==> src/rtl/sertx_pkg.sv <==
package sertx_pkg;
  typedef enum logic [1:0] {
    ST_OFF  = 2'd0,
    ST_PRE  = 2'd1,
    ST_IDLE = 2'd2,
    ST_SEND = 2'd3
  } tx_state_e;
endpackage

==> src/rtl/sertx_flags.sv <==
module sertx_flags #(
  parameter int DATA_W = 8
) (
  input  logic              clk_i,
  input  logic              rst_ni,
  input  logic              ctrl_wr_i,
  input  logic              ctrl_en_i,
  input  logic              ctrl_ie_i,
  input  logic              stat_rd_i,
  input  logic              empty_clr_i,
  input  logic              tdr_wr_i,
  input  logic              tdr_dma_i,
  input  logic [DATA_W-1:0] tdr_data_i,
  input  logic              load_i,
  input  logic              done_i,
  output logic              en_o,
  output logic              ie_o,
  output logic              empty_o,
  output logic              tend_o,
  output logic [DATA_W-1:0] tdr_o
);
  logic en_q, ie_q, empty_q, tend_q, armed_q;
  logic [DATA_W-1:0] tdr_q;
  logic dma_wr, sw_clr;

  assign dma_wr = tdr_wr_i & tdr_dma_i;
  assign sw_clr = empty_clr_i & armed_q;

  always_ff @(posedge clk_i or negedge rst_ni) begin
    if (!rst_ni) begin
      en_q <= 1'b0;
      ie_q <= 1'b0;
    end else if (ctrl_wr_i) begin
      en_q <= ctrl_en_i;
      ie_q <= ctrl_ie_i;
    end
  end

  always_ff @(posedge clk_i or negedge rst_ni) begin
    if (!rst_ni)       tdr_q <= '0;
    else if (tdr_wr_i) tdr_q <= tdr_data_i;
  end

  always_ff @(posedge clk_i or negedge rst_ni) begin
    if (!rst_ni) begin
      empty_q <= 1'b1;
      tend_q  <= 1'b1;
      armed_q <= 1'b0;
    end else if (!en_q) begin
      empty_q <= 1'b1;
      tend_q  <= 1'b1;
      armed_q <= 1'b0;
    end else if (load_i) begin
      // byte moved to shifter: holding register free again
      empty_q <= 1'b1;
      tend_q  <= 1'b0;
      armed_q <= 1'b0;
    end else begin
      if (done_i) tend_q <= 1'b1;
      if (dma_wr || sw_clr) begin
        empty_q <= 1'b0;
        armed_q <= 1'b0;
      end else if (stat_rd_i && empty_q) begin
        armed_q <= 1'b1;
      end
    end
  end

  assign en_o    = en_q;
  assign ie_o    = ie_q;
  assign empty_o = empty_q;
  assign tend_o  = tend_q;
  assign tdr_o   = tdr_q;
endmodule

==> src/rtl/sertx_shifter.sv <==
module sertx_shifter
  import sertx_pkg::*;
#(
  parameter int DATA_W = 8,
  parameter int OVS    = 16
) (
  input  logic              clk_i,
  input  logic              rst_ni,
  input  logic              en_i,
  input  logic              tick_i,
  input  logic              pending_i,
  input  logic [DATA_W-1:0] data_i,
  output logic              load_o,
  output logic              done_o,
  output logic              line_o
);
  localparam int FRAME_BITS = DATA_W + 2;
  localparam int LAST       = FRAME_BITS - 1;
  localparam int OVS_W      = (OVS > 1) ? $clog2(OVS) : 1;
  localparam int IDX_W      = $clog2(FRAME_BITS);

  tx_state_e         state_q;
  logic [OVS_W-1:0]  cnt_q;
  logic [IDX_W-1:0]  idx_q;
  logic [DATA_W-1:0] sh_q;
  logic bit_end, last_bit, frame_last, is_data;

  assign bit_end    = tick_i && (cnt_q == OVS_W'(OVS - 1));
  assign last_bit   = (idx_q == IDX_W'(LAST));
  assign frame_last = (state_q == ST_SEND) && bit_end && last_bit;
  assign is_data    = (idx_q != '0) && !last_bit;
  assign load_o     = en_i && pending_i && ((state_q == ST_IDLE) || frame_last);
  assign done_o     = frame_last;

  always_ff @(posedge clk_i or negedge rst_ni) begin
    if (!rst_ni) begin
      state_q <= ST_OFF;
      cnt_q   <= '0;
      idx_q   <= '0;
      sh_q    <= '1;
    end else if (!en_i) begin
      state_q <= ST_OFF;
      cnt_q   <= '0;
      idx_q   <= '0;
      sh_q    <= '1;
    end else if (load_o) begin
      state_q <= ST_SEND;
      cnt_q   <= '0;
      idx_q   <= '0;
      sh_q    <= data_i;
    end else begin
      unique case (state_q)
        ST_OFF: begin
          state_q <= ST_PRE;
          cnt_q   <= '0;
          idx_q   <= '0;
        end
        ST_PRE, ST_SEND: begin
          if (bit_end) begin
            cnt_q <= '0;
            if (last_bit) begin
              state_q <= ST_IDLE;
              idx_q   <= '0;
            end else begin
              idx_q <= idx_q + 1'b1;
            end
            if (state_q == ST_SEND && is_data) sh_q <= sh_q >> 1;
          end else if (tick_i) begin
            cnt_q <= cnt_q + 1'b1;
          end
        end
        default: ;
      endcase
    end
  end

  always_comb begin
    line_o = 1'b1;
    if (state_q == ST_SEND) begin
      if (idx_q == '0)  line_o = 1'b0;
      else if (is_data) line_o = sh_q[0];
    end
  end
endmodule

==> src/rtl/sertx_pinmux.sv <==
module sertx_pinmux (
  input  logic en_i,
  input  logic line_i,
  input  logic port_i,
  output logic pin_o
);
  assign pin_o = en_i ? line_i : port_i;
endmodule

==> src/rtl/sertx_top.sv <==
module sertx_top #(
  parameter int DATA_W = 8,
  parameter int OVS    = 16
) (
  input  logic              clk_i,
  input  logic              rst_ni,
  input  logic              baud_tick_i,
  input  logic              ctrl_wr_i,
  input  logic              ctrl_en_i,
  input  logic              ctrl_ie_i,
  input  logic              stat_rd_i,
  input  logic              empty_clr_i,
  input  logic              tdr_wr_i,
  input  logic              tdr_dma_i,
  input  logic [DATA_W-1:0] tdr_data_i,
  input  logic              port_bit_i,
  output logic              txd_o,
  output logic              tx_en_o,
  output logic              empty_o,
  output logic              tend_o,
  output logic              txi_o
);
  logic en, ie, empty, tend, load, done, line;
  logic [DATA_W-1:0] tdr;

  sertx_flags #(.DATA_W(DATA_W)) u_flags (
    .clk_i, .rst_ni, .ctrl_wr_i, .ctrl_en_i, .ctrl_ie_i, .stat_rd_i,
    .empty_clr_i, .tdr_wr_i, .tdr_dma_i, .tdr_data_i,
    .load_i(load), .done_i(done),
    .en_o(en), .ie_o(ie), .empty_o(empty), .tend_o(tend), .tdr_o(tdr)
  );

  sertx_shifter #(.DATA_W(DATA_W), .OVS(OVS)) u_shift (
    .clk_i, .rst_ni, .en_i(en), .tick_i(baud_tick_i),
    .pending_i(!empty), .data_i(tdr),
    .load_o(load), .done_o(done), .line_o(line)
  );

  sertx_pinmux u_mux (.en_i(en), .line_i(line), .port_i(port_bit_i), .pin_o(txd_o));

  assign tx_en_o = en;
  assign empty_o = empty;
  assign tend_o  = tend;
  assign txi_o   = empty & ie;
endmodule

==> config.mk <==
export PLATFORM = sky130hd
export DESIGN_NAME = sertx_top
export DESIGN_NICKNAME = d
export VERILOG_FILES = /design/src/rtl/sertx_pkg.sv /design/src/rtl/sertx_flags.sv /design/src/rtl/sertx_shifter.sv /design/src/rtl/sertx_pinmux.sv /design/src/rtl/sertx_top.sv
export SDC_FILE = /design/constraint.sdc
export NUM_CORES = 1
export LEC_CHECK = 0
export ABC_CLOCK_PERIOD_IN_PS = 3700
export BUFFER_PORTS_ARGS = -buffer_cell sky130_fd_sc_hd__buf_2
export CELL_PAD_IN_SITES_DETAIL_PLACEMENT = 0
export CELL_PAD_IN_SITES_GLOBAL_PLACEMENT = 1
export CORE_MARGIN = 3
export CORE_UTILIZATION = 47
export CTS_BUF_LIST = sky130_fd_sc_hd__clkbuf_16
export DETAILED_ROUTE_END_ITERATION = 8
export PLACE_DENSITY_LB_ADDON = 0.1
export SLEW_MARGIN = 15
export SYNTH_ARGS = -nofsm -noshare
export SYNTH_HDL_FRONTEND = slang
export SYNTH_SLANG_ARGS = --single-unit
==> constraint.sdc <==
create_clock -name clk_i -period 3.7 [get_ports clk_i]
set_input_delay 0.555 -clock clk_i [delete_from_list [all_inputs] [get_ports clk_i]]
set_output_delay 0.555 -clock clk_i [all_outputs]
set_load 0.005 [all_outputs]
==> results of run 1 <==
-- layout by cell type, fill, tap and decap left out, drive strengths merged, types with 3 or more instances in the layout --
| cell | n |
|---|---|
| a21oi | 5 |
| a2bb2oi | 7 |
| buf | 23 |
| clkbuf | 5 |
| dfrtp | 21 |
| dfstp | 10 |
| ha | 4 |
| inv | 7 |
| mux2 | 10 |
| mux2i | 10 |
| nand2 | 13 |
| nand3 | 7 |
| nor2 | 3 |
| o21ai | 6 |
-- critical path: stages, from the launching register on --
cell       delay (ns)
dfrtp_1          0.43
inv_1            0.07
ha_1             0.21
nand2b_1         0.07
a21oi_1          0.06
o2111ai_1        0.20
o21a_1           0.14
buf_2            0.10
-- worst max path at each step --
stage	from	end
finish	u_shift.idx_q[0]	txd_o
global route	u_shift.idx_q[1]	txd_o
CTS	u_shift.idx_q[0]	txd_o
detailed placement	u_shift.idx_q[0]	txd_o
global placement	u_shift.idx_q[0]	txd_o
floorplan	u_flags.en_o	txd_o
-- per-stage QoR --
step	instances	setup WS [ns]	hold WS [ns]
after floorplan	139	2.04	0.259
after global placement	201	1.93	0.482
after detailed placement	201	1.87	0.481
after CTS	209	1.58	0.354
after global routing	209	1.51	0.383
final	209	1.59	0.309
-- cell families after synthesis --
group                      count (synthesis)  share of synthesized area (%)
AOI/OAI and AO/OA                         32                           15.6
and+or+nand+nor                           41                           14.1
buffers and inverters                     11                           2.81
muxes                                     20                           13.6
adders and majority gates                  4                           3.21
DFF                                       31                           50.6
-- where the power goes --
part	switching, mW	total (mW)	internal (mW)
Clock	0.135	0.518	0.383
Sequential	0.0179	0.375	0.357
Combinational	0.0321	0.0672	0.0351
-- layer usage --
| layer | wire, microns | global-route usage (%) | vias to the layer above |
|---|---|---|---|
| met4 | 30 | 4.85 | 0 |
| met1 | 1270 | 19.4 | 580 |
| met3 | 123 | 4.46 | 4 |
| met5 | 0 | 0 | - |
| li1 | - | - | 556 |
| met2 | 1470 | 25.4 | 25 |
-- registers in the layout (all words and copies together), names as in the netlist --
| signal | cells |
|---|---|
| u_shift.idx_q | 4 |
| u_flags.en_o | 1 |
| u_shift.sh_q | 8 |
| u_shift.state_q | 2 |
| u_flags.tend_o | 1 |
| u_shift.cnt_q | 4 |
| u_flags.empty_o | 1 |
| u_flags.armed_q | 1 |
| u_flags.tdr_o | 8 |
| u_flags.ie_o | 1 |
-- area by class of cell --
| type | instances | area (sq um) |
|---|---|---|
| Timing Repair Buffer | 23 | 115 |
| Sequential cell | 31 | 788 |
| Clock buffer | 5 | 125 |
| Clock inverter | 3 | 63.8 |
| Multi-Input combinational cell | 97 | 727 |
| Tap cell | 44 | 55.1 |
| Inverter | 6 | 22.5 |
| Fill cell | 280 | 1210 |
==> key figures, run 1 <==
Clock tree
  • Clk pin slew, worst setup/hold paths: 0.05 ns
  • Clk root buf: clkbuf_16
  • CTS sink cnt: 31
  • Post-CTS Hold Fix Bufs: 0
  • CTS Buf Count: 5
  • Buffers inserted by post-CTS timing repair: 0
  • Post-CTS sizing: 0
  • Clock insertion delay at the later pin of the skew report: 0.27 ns
  • CTS max path bufs: 2
  • TritonCTS clock tree: done
  • CTS HTree Levels: 2

Timing
  • Maximum frequency from static timing analysis: around 470 MHz
  • Minimum clock period after layout: 2.11 ns
  • RSZ-0062 raised after global routing: false
  • Max-slew violation count: 0
  • Number of setup violations in the final report: 0
  • Max-Slew Margin vs Limit: 55.8%
  • Final count of hold timing violations: 0
  • Period Utilization, post-route: about 57%
  • Largest clock skew in the final design: 0.00147 ns
  • Sum Neg Setup Slack: 0 ns
  • Transition time at the pin with the least slew margin: approximately 0.66 ns

Placed design
  • Gpl congestion: a little under 0.8
  • Placed wire-length estimate after detailed placement: about 2100 microns
  • Port Buf Inserts: 23
  • Total placed instance area: 0.00171 sq mm

Route
  • Overall via count from detail_route: 1165
  • Wire length per cell after detailed routing: ~14 microns
  • Final WL: 2900 microns
  • Per-cell via count in the routed design: 5.57
  • Number of detailed-routing iterations run before antenna repair: 4
  • Iteration-0 DRC Markers: 77
  • Count of antenna-violating nets left after detailed routing: 0
  • Number of design rule violations left after detail routing: 0

Global route
  • Number of global-route vias before repair: 1121
  • Largest net degree at the start of global routing: 32
  • Gr usage total: 15.4%
  • Number of antenna violations at the first check in global routing: 0
  • Remaining Overflow, GRT: 0
  • First-pass GRT wire length: around 5000 microns

Pwr
  • Worst vdd ir: 0.000516 V
  • Standby leakage power: 0.874 nW
  • Total power: 960 uW
  • Power density normalized to cell area: around 510 mW/mm^2

Critical path
  • Worst path required time: 3.14 ns
  • CP Capture Type: output pin
  • FF-to-FF path depth: 6
  • Reg2reg end: u_shift.sh_q[6]
  • Startpoint class of the critical path: flip-flop
  • Crit Path Category: reg -> out
  • Arrival time at the worst endpoint: 1.55 ns
  • Highest fanout seen on the critical path: 6
  • Worst-case register-to-register setup slack: 1.95 ns
  • Source of the worst register-to-register timing path: u_shift.idx_q[1]

Layout
  • Proportion of layout cells with a drive suffix above 1: 32.1%
  • Antenna Diode Count: 0
  • Final Core Density: around 60%
  • Syn-to-layout area delta: 21.7%
  • Number of nets in the layout: 187
  • Final Instance Area: 0.00190 sq mm

Status
  • Status: finished clean

Floorplanning
  • Count of standard-cell rows: 20
  • Total core area: 0.00310 sq mm
  • Die extent in y: ~64 microns
  • Area of the die: 0.00404 sq mm
  • Initial cell density of the core: 50.2%
  • Die width: 63.6 microns
  • Number of top-level pins: 24

Synth
  • Share of synthesized flip-flops with an asynchronous set or reset: 100%
  • Most instantiated library cell after synthesis: dfrtp_1
  • Flip-flop and latch count after synthesis: 31
  • Syn_area_per_cell: approximately 11 sq um
  • Dominant cells by area after synthesis: dfrtp_1 (34%), dfstp_2 (17%), mux2_2 (7.2%), mux2i_1 (6.4%), a2bb2oi_1 (3.9%)
  • Fraction of post-synthesis cell area in the top cell type by area: roughly a third
  • Post-synth top flop: dfrtp_1
  • Net count after synthesis: about 160
  • Mapped cell area: between 0.0015 and 0.002 sq mm
  • Number of distinct library cells after synthesis: 38
  • Cells after synthesis: 139
  • Count of flip-flops with a built-in enable after synthesis: 0
  • Top cell type by total area after synthesis: dfrtp_1
  • Sequential fraction of the synthesis area: 50.6%
  • Synth cell count leaders: dfrtp_1 (21), nand2_1 (13), dfstp_2 (10), mux2_2 (10), mux2i_1 (10)
  • Count of synthesis-stage warnings from yosys: 0

Job
  • Number of max-capacitance violations reported: 0

Worst hold path
  • Min-delay worst type: in -> async
Note: power is estimated with default switching activity, not from simulation.
==> inputs of run 2 (changes only) <==
Settings changed: ABC_CLOCK_PERIOD_IN_PS 3700 to 2080, CORE_UTILIZATION 47 to 44.
Clock period 3.7 ns to 2.08 ns, I/O delays scaled along.
==> key figures, run 2 (synthesis results as in run 1) <==
Critical path
  • Crit Path Category: reg -> out
  • Arrival time at the worst endpoint: 1.54 ns
  • Slowest CP cell: dfrtp_1
  • CP Capture Type: output pin
  • Highest fanout seen on the critical path: 6
  • Worst path cell trace: inv_1 -> ha_1 -> nand2b_1 -> a21oi_1 -> o2111ai_1 -> o21a_1 -> buf_2
  • Worst path required time: roughly 1.8 ns
  • Startpoint class of the critical path: flip-flop
  • Crit path largest cell delay: 0.42 ns

Layout
  • Syn-to-layout area delta: 18.6%
  • Antenna Diode Count: 0
  • Final Instance Area: roughly 0.0018 sq mm
  • Fill cells: 287
  • Commonest cells after routing, fill and taps aside: buf_2 (23), dfrtp_1 (21), nand2_1 (13)
  • Leading cell type in the layout, fill and taps excluded: buf_2
  • Number of nets in the layout: between 150 and 200
  • Final Core Density: roughly 58%
  • Proportion of layout cells with a drive suffix above 1: about a third

Worst hold path
  • Min-delay worst type: in -> async

Job
  • Number of max-capacitance violations reported: 0

Placed design
  • Worst setup timing slack at the placement stage: 0.368 ns
  • Port Buf Inserts: 23
  • Placed wire-length estimate after detailed placement: 2160 microns
  • Gpl congestion: approximately 0.83
  • Total placed instance area: about 0.0017 sq mm

Route
  • Number of design rule violations left after detail routing: 0
  • Number of detailed-routing iterations run before antenna repair: 4
  • Count of antenna-violating nets left after detailed routing: 0
  • Final WL: 2870 microns
  • Per-cell via count in the routed design: 5.37
  • Wire length per cell after detailed routing: 13.7 microns
  • Overall via count from detail_route: 1122
  • Iteration-0 DRC Markers: 53

Clock tree
  • TritonCTS clock tree: done
  • Post-CTS sizing: 0
  • Clk pin slew, worst setup/hold paths: 0.05 ns
  • CTS Buf Count: 5
  • Clock insertion delay at the later pin of the skew report: 0.27 ns
  • CTS sink cnt: 31
  • Buffers inserted by post-CTS timing repair: 0
  • Post-CTS Hold Fix Bufs: 0
  • CTS HTree Levels: 2
  • Clk root buf: clkbuf_16
  • CTS max path bufs: 2

Global route
  • Number of global-route vias before repair: 1129
  • Grt met3 use: about 5.3%
  • Remaining Overflow, GRT: 0
  • Largest net degree at the start of global routing: 32
  • Busiest metal layer after global routing: met2
  • First-pass GRT wire length: 5180 microns
  • Number of antenna violations at the first check in global routing: 0
  • Met1 track utilization from global routing: 19.2%
  • GRT met2 Usage: 26.2%
  • Gr usage total: 15.8%

Timing
  • Final count of hold timing violations: 0
  • Max-Slew Margin vs Limit: 55.5%
  • Maximum frequency from static timing analysis: approximately 540 MHz
  • Max-slew violation count: 0
  • Worst setup margin: 0.232 ns
  • Period Utilization, post-route: 88.8%
  • Sum Neg Setup Slack: 0 ns
  • Number of setup violations in the final report: 0
  • RSZ-0062 raised after global routing: false
  • Largest clock skew in the final design: 0.00313 ns
  • Minimum clock period after layout: about 1.8 ns
  • Transition time at the pin with the least slew margin: 0.668 ns

Pwr
  • Total power: between 1 and 1.5 mW
  • Worst vdd ir: 0.000386 V
  • Standby leakage power: 0.851 nW
  • Power density normalized to cell area: 783 mW/mm^2

Floorplanning
  • Die width: 65.5 microns
  • Number of top-level pins: 24
  • Total core area: 0.00320 sq mm
  • Die extent in y: ~66 microns
  • Count of standard-cell rows: 20
  • Area of the die: 0.00429 sq mm
  • Initial cell density of the core: 48.7%

Status
  • Status: finished clean
-- run 2: path summary, 6_finish.rpt --
check / startpoint / end / slack (ns) / depth (start not counted)
worst max-delay path: u_shift.idx_q[0] / txd_o / 0.23 / 7
max in group asynchronous: rst_ni / u_flags.tdr_o[0] / 1.57 / 1
worst min-delay path: rst_ni / u_shift.idx_q[0] / 0.08 / 1
worst min register to register: u_flags.tend_o / u_flags.tend_o / 0.48 / 2
min in group clk_i: tdr_data_i[2] / u_flags.tdr_o[2] / 0.27 / 2
worst max register to register: u_shift.idx_q[1] / u_shift.sh_q[0] / 0.34 / 6
-- run 2: cell type report --
cell class | count | area, sq um | area share [%]
clock buffers | 5 | 125 | 6.77
well taps | 44 | 55.1 | 2.98
flip-flops and latches | 31 | 788 | 42.6
repair buffers | 24 | 123 | 6.63
inverters | 6 | 22.5 | 1.22
clock inverters | 2 | 8.76 | 0.474
multi-input cells | 97 | 727 | 39.3
-- run 2: layer usage --
layer  vias to the layer above  wire [microns]
met5                         -               0
met4                         0              13
met3                         2             127
met2                        20            1420
met1                       539            1310
li1                        561               -
-- run 2: worst max-delay path, delay by kind of cell, from the launching register on --
kind	cells	cell delay, ns
AO/OA/AOI/OAI	3	0.39
AND/OR/NAND/NOR	1	0.07
buffers and inverters	2	0.17
adder cells (fa/ha/maj)	1	0.21
flip-flops	1	0.42
-- run 2: where the power goes --
part	internal [mW]	switching [mW]
Sequential	0.635	0.0284
Combinational	0.0648	0.0596
Clock	0.428	0.232
-- run 2: metrics by stage --
stage,hold WS [ns],instances
final,0.0754,209
after global routing,0.130,209
after CTS,0.101,209
after floorplan,0.0164,139
after global placement,0.379,202
after detailed placement,0.392,202
